==> src/rtl/agc_pkg.sv <==
package agc_pkg;
  typedef enum logic {
    FMT_OFFSET = 1'b0,
    FMT_TWOS   = 1'b1
  } smp_fmt_e;
endpackage

==> src/rtl/agc_level.sv <==
module agc_level #(
  parameter int SMP_W = 10
) (
  input  logic [SMP_W-1:0] code,
  input  logic             fmt_signed,
  output logic [SMP_W-1:0] mag
);
  import agc_pkg::*;
  logic [SMP_W-1:0] twos;

  always_comb begin
    if (smp_fmt_e'(fmt_signed) == FMT_TWOS) twos = code;
    else twos = {~code[SMP_W-1], code[SMP_W-2:0]};
    // most negative value maps onto itself, read as unsigned full scale
    mag = twos[SMP_W-1] ? (~twos + 1'b1) : twos;
  end
endmodule

==> src/rtl/agc_accum.sv <==
module agc_accum #(
  parameter int SMP_W    = 10,
  parameter int SHORT_LG = 6,
  parameter int LONG_LG  = 8
) (
  input  logic             clk,
  input  logic             rst_n,
  input  logic             clear,
  input  logic             take,
  input  logic             win_long,
  input  logic [SMP_W-1:0] mag,
  output logic             win_end,
  output logic [SMP_W-1:0] avg
);
  localparam int ACC_W = SMP_W + LONG_LG;
  localparam int CNT_W = LONG_LG;
  localparam logic [CNT_W-1:0] LAST_SHORT = CNT_W'((1 << SHORT_LG) - 1);
  localparam logic [CNT_W-1:0] LAST_LONG  = CNT_W'((1 << LONG_LG) - 1);

  logic [ACC_W-1:0] acc_q, sum_nx;
  logic [CNT_W-1:0] cnt_q;
  logic [CNT_W-1:0] last_idx;

  always_comb begin
    last_idx = win_long ? LAST_LONG : LAST_SHORT;
    sum_nx   = acc_q + ACC_W'(mag);
    win_end  = take && (cnt_q >= last_idx);
    avg      = win_long ? SMP_W'(sum_nx >> LONG_LG) : SMP_W'(sum_nx >> SHORT_LG);
  end

  always_ff @(posedge clk or negedge rst_n) begin
    if (!rst_n) begin
      acc_q <= '0;
      cnt_q <= '0;
    end else if (clear || win_end) begin
      acc_q <= '0;
      cnt_q <= '0;
    end else if (take) begin
      acc_q <= sum_nx;
      cnt_q <= cnt_q + 1'b1;
    end
  end
endmodule

==> src/rtl/agc_decide.sv <==
module agc_decide #(
  parameter int SMP_W = 10,
  parameter int THR_W = 4
) (
  input  logic             clk,
  input  logic             rst_n,
  input  logic             clear,
  input  logic             win_end,
  input  logic [SMP_W-1:0] avg,
  input  logic [THR_W-1:0] thr_level,
  input  logic             pump_invert,
  output logic             pump_out
);
  localparam int SCALE_SH = SMP_W - 1 - THR_W;
  localparam int EXT_W    = SMP_W + 1 - THR_W - SCALE_SH;

  logic signed [SMP_W:0] thr_scaled;
  logic signed [SMP_W:0] avg_s;
  logic                  above;
  logic                  pump_q;

  always_comb begin
    thr_scaled = {{EXT_W{thr_level[THR_W-1]}}, thr_level, {SCALE_SH{1'b0}}};
    avg_s      = {1'b0, avg};
    above      = avg_s > thr_scaled;
  end

  always_ff @(posedge clk or negedge rst_n) begin
    if (!rst_n)       pump_q <= 1'b0;
    else if (clear)   pump_q <= 1'b0;
    else if (win_end) pump_q <= above;
  end

  assign pump_out = pump_q ^ pump_invert;
endmodule

==> src/rtl/agc_level_ctrl.sv <==
module agc_level_ctrl #(
  parameter int SMP_W    = 10,
  parameter int THR_W    = 4,
  parameter int SHORT_LG = 6,
  parameter int LONG_LG  = 8
) (
  input  logic             clk,
  input  logic             rst_n,
  input  logic [SMP_W-1:0] smp_data,
  input  logic             smp_valid,
  output logic             smp_ready,
  input  logic             fmt_signed,
  input  logic             win_long,
  input  logic [THR_W-1:0] thr_level,
  input  logic             pump_invert,
  input  logic             loop_clear,
  output logic             pump_out
);
  logic             take;
  logic [SMP_W-1:0] mag;
  logic [SMP_W-1:0] avg;
  logic             win_end;

  assign smp_ready = ~loop_clear;
  assign take      = smp_valid & smp_ready;

  agc_level #(.SMP_W(SMP_W)) u_level (
    .code       (smp_data),
    .fmt_signed (fmt_signed),
    .mag        (mag)
  );

  agc_accum #(.SMP_W(SMP_W), .SHORT_LG(SHORT_LG), .LONG_LG(LONG_LG)) u_accum (
    .clk      (clk),
    .rst_n    (rst_n),
    .clear    (loop_clear),
    .take     (take),
    .win_long (win_long),
    .mag      (mag),
    .win_end  (win_end),
    .avg      (avg)
  );

  agc_decide #(.SMP_W(SMP_W), .THR_W(THR_W)) u_decide (
    .clk         (clk),
    .rst_n       (rst_n),
    .clear       (loop_clear),
    .win_end     (win_end),
    .avg         (avg),
    .thr_level   (thr_level),
    .pump_invert (pump_invert),
    .pump_out    (pump_out)
  );
endmodule

==> config.mk <==
export PLATFORM = sky130hd
export DESIGN_NAME = agc_level_ctrl
export DESIGN_NICKNAME = d
export VERILOG_FILES = /design/src/rtl/agc_pkg.sv /design/src/rtl/agc_level.sv /design/src/rtl/agc_accum.sv /design/src/rtl/agc_decide.sv /design/src/rtl/agc_level_ctrl.sv
export SDC_FILE = /design/constraint.sdc
export NUM_CORES = 1
export LEC_CHECK = 0
export CAP_MARGIN = 20
export CORE_ASPECT_RATIO = 0.8
export CORE_UTILIZATION = 35
export DETAILED_ROUTE_END_ITERATION = 7
export DONT_BUFFER_PORTS = 1
export GPL_TIMING_DRIVEN = 0
export SYNTH_ARGS = -nofsm -noshare
export SYNTH_HDL_FRONTEND = slang
export SYNTH_SLANG_ARGS = --single-unit
==> constraint.sdc <==
create_clock -name clk -period 3.4 [get_ports clk]
set_input_delay 0.17 -clock clk [delete_from_list [all_inputs] [get_ports clk]]
set_output_delay 0.17 -clock clk [all_outputs]
set_load 0.005 [all_outputs]
==> reports/qor.yml <==
logic_synthesis:
  ys_warn_count: 0
  netlist.top_cell.by_area: "dfrtp_1"
  ys_seq_elements: 27
  synthTopCellsByCount: "dfrtp_1 (27), ha_1 (23), nand2_1 (23)"
  syn_nets: 340
  synth_top_area_frac: 0.267
  synth_area_per_cell_um2: 8.58
  synth.distinct_cells: 59
  syn_inst: 295
  yosysMostFrequentCell: "dfrtp_1"
  ys.flop_type: "dfrtp_1"
  ys_seq_area_frac: 0.267
  synthesis.area_um2: 2530
  ys_async_sr_fraction: 1.00
  yosys-top-cells-area: "dfrtp_1 (27%), ha_1 (11%), xor2_1 (5.5%)"
  synth_edf_count: 0
worst_setup_path:
  worstSetupPathType: "in -> reg"
  path_buf_inv: 1
  r2r-end: "u_decide.pump_q$_DFFE_PN0N_"
  rrSetupSlack_ns: -0.48
  reg2reg_depth: 16
  crit_chain: "xor2_4 -> a31oi_1 -> xor2_1 -> ha_1 -> buf_6 -> a21oi_2 -> o22ai_1 -> o41a_4 -> o211ai_4 -> xnor2_2 -> mux2i_1 -> ha_1 -> nand4b_1 -> nor4_2 -> o2111a_1 -> a21bo_1 -> a2111oi_4 -> o41ai_2"
  crit_path_end_kind: "register"
  cp_common_cell: "ha_1"
  worstPathRequired_ns: 3.57
  worstPathArrival_ns: 4.06
  cp_slowest_stage_delay_ns: 0.50
  startpoint_type: "input port"
  r2r_start: "u_accum.acc_q[0]$_DFFE_PN0P_"
  cp_top_family: "compound AO/OA/AOI/OAI gates"
  path_max_fanout: 10
  slowest_stage: "o41a_4"
sta:
  fin_ws_ns: -0.489
  whs_ns: 0.106
  tightest_slew_ns: 0.626
  clock.fmax_mhz: 257
  hold_viol: 0
  maxSlewViolCount: 0
  setup_viol: 1
  clock_skew_ns: 0.00535
  rsz0062_at_grt: "true"
  post-route-period-util: 1.14
  relSlewSlack: 0.583
  fin_crit_ns: 3.89
pwr:
  p_int_uw: 622
  p_switching_uw: 413
  p_per_area_nw_per_um2: 358
  p_sw_frac: 0.399
  pwr-share-clk: 0.193
  p_leak_uw: 0.00121
  pwr-share-seq: 0.354
  vdd_drop_max_mv: 0.152
  comb_power_share: 0.453
place:
  dp_hpwl_um: 4500
  postPlaceCellArea_um2: 2690
  io_buffers: 0
  gp_congestion: 0.852
  dp_cells: 382
drt:
  drtIter0Drc: 64
  vias_per_cell: 5.54
  routed_wl_um: 5970
  ant_nets: 0
  vias: 2179
  drt_pass1_iterations: 4
  wl_per_cell_um: 15.2
  drc_errors: 0
clock_tree:
  cts_buffer_depth: 2
  clockRootBuffer: "clkbuf_8"
  cts_tree: "yes"
  clkLatencyLatePin_ns: 0.28
  cts_inserted_buffers: 3
  clock_sinks: 27
  clk_pin_slew_worst_paths_ns: 0.11
  ctsHtreeMaxLevel: 1
worst_hold_path:
  holdPathEnd: "u_decide.pump_q$_DFFE_PN0N_"
  worstHoldPathType: "in -> reg"
  holdPathStages: 2
  min_from: "loop_clear"
status:
  violations: "setup timing"
  outcome: "finished, violations left"
floorplanning:
  num_rows: 27
  die_area_um2: 7570
  start_util: 0.365
  die_w_um: 97.1
  io_pins: 23
  die_h_um: 78.0
  core_um2: 6930
global_route:
  grt_max_degree: 28
  grt_pass1_wl_um: 10100
  track_usage: 0.164
  antenna_found_initial: 0
  grt_overflow: 0
  first_global_vias: 2116
final_layout:
  n_fill_cell: 662
  multi_input_area_um2: 1850
  num-nets-final: 352
  fin_cells: 393
  drive_gt1_frac: 0.134
  area_growth_pct: 14.3
  final_area_um2: 2890
  diodes: 0
  ff_latch_area_um2: 676
flow_run:
  maxCapViolCount: 0
[stage by stage]
step            util  TNS [ns]  setup WS (ns)  power, uW
5_1_grt        0.418    -0.722         -0.722       1110
3_3_place_gp   0.388     -1.05          -1.05        793
6_report       0.418    -0.489         -0.489       1030
2_1_floorplan      -    -0.337         -0.337        716
4_1_cts        0.407    -0.563         -0.563       1020
3_5_place_dp   0.388     -1.06          -1.06        797
[kinds of logic after synthesis]
| family | after synthesis | share of synthesized area |
|---|---|---|
| AO/OA/AOI/OAI | 82 | 0.247 |
| XOR/XNOR | 27 | 0.0935 |
| adder cells (fa/ha/maj) | 24 | 0.122 |
| buffers and inverters | 34 | 0.0519 |
| flip-flops | 27 | 0.267 |
| multiplexers | 8 | 0.0336 |
| AND/OR/NAND/NOR | 93 | 0.185 |
[timing repair]
| item | in CTS | in global routing |
|---|---|---|
| endpoints found under the hold margin | 27 | 0 |
| hold buffers | 2 | 0 |
| setup endpoints to repair | 1 | 1 |
| setup buffers | 2 | 3 |
| pin swaps | 1 | 8 |
| resized for setup | 7 | 6 |
[placed cells by master (no fill, tap or decap), drive strengths merged, types with 7 or more instances in the layout]
cell type / Yosys / final
a21oi: 18 / 18
buf: 3 / 9
clkbuf: 9 / 12
dfrtp: 27 / 27
ha: 23 / 23
inv: 21 / 21
nand2: 23 / 23
nand3: 9 / 9
nor2: 19 / 19
nor3: 7 / 7
o21ai: 17 / 17
xnor2: 11 / 11
xor2: 16 / 16
[worst max path at each step]
stage                start                          end  slack (ns)  depth (start not counted)
4_1_cts        smp_data[5]  u_decide.pump_q$_DFFE_PN0N_       -0.56                         17
3_5_place_dp   smp_data[1]  u_decide.pump_q$_DFFE_PN0N_       -1.06                         17
6_report       smp_data[9]  u_decide.pump_q$_DFFE_PN0N_       -0.49                         18
5_1_grt        smp_data[5]  u_decide.pump_q$_DFFE_PN0N_       -0.72                         17
2_1_floorplan  smp_data[9]  u_decide.pump_q$_DFFE_PN0N_       -0.34                         18
3_3_place_gp   smp_data[1]  u_decide.pump_q$_DFFE_PN0N_       -1.05                         17
[cell type report]
class                      instances  area share
sequential                        27       0.234
inverter                          22      0.0286
clock inverter                     1     0.00260
tap                               87      0.0376
timing repair buffer               7      0.0234
clock buffer                       3      0.0143
buffer                            12      0.0190
multi-input combinational        234       0.641
[power groups by stage]
stage / clock, uW / sequential [uW] / combinational (uW)
6_report: 200 / 366 / 469
5_1_grt: 215 / 369 / 528
4_1_cts: 201 / 366 / 451
3_5_place_dp: 0 / 372 / 425
3_3_place_gp: 0 / 371 / 423
2_1_floorplan: 0 / 367 / 349
[flip-flops by register name, summed over array words and instances, names as in the netlist]
signal and count:
u_decide.pump_q 1, u_accum.cnt_q 8, u_accum.acc_q 18
[per-layer routing]
metal  part of all wire  GRT usage  vias to the layer above
li1                   -          -                     1104
met1               0.54      0.243                     1041
met2               0.43      0.256                       30
met3              0.017     0.0107                        4
met4              0.012     0.0463                        0
met5                  0          0                        -
(Power assumes the default switching activity.)
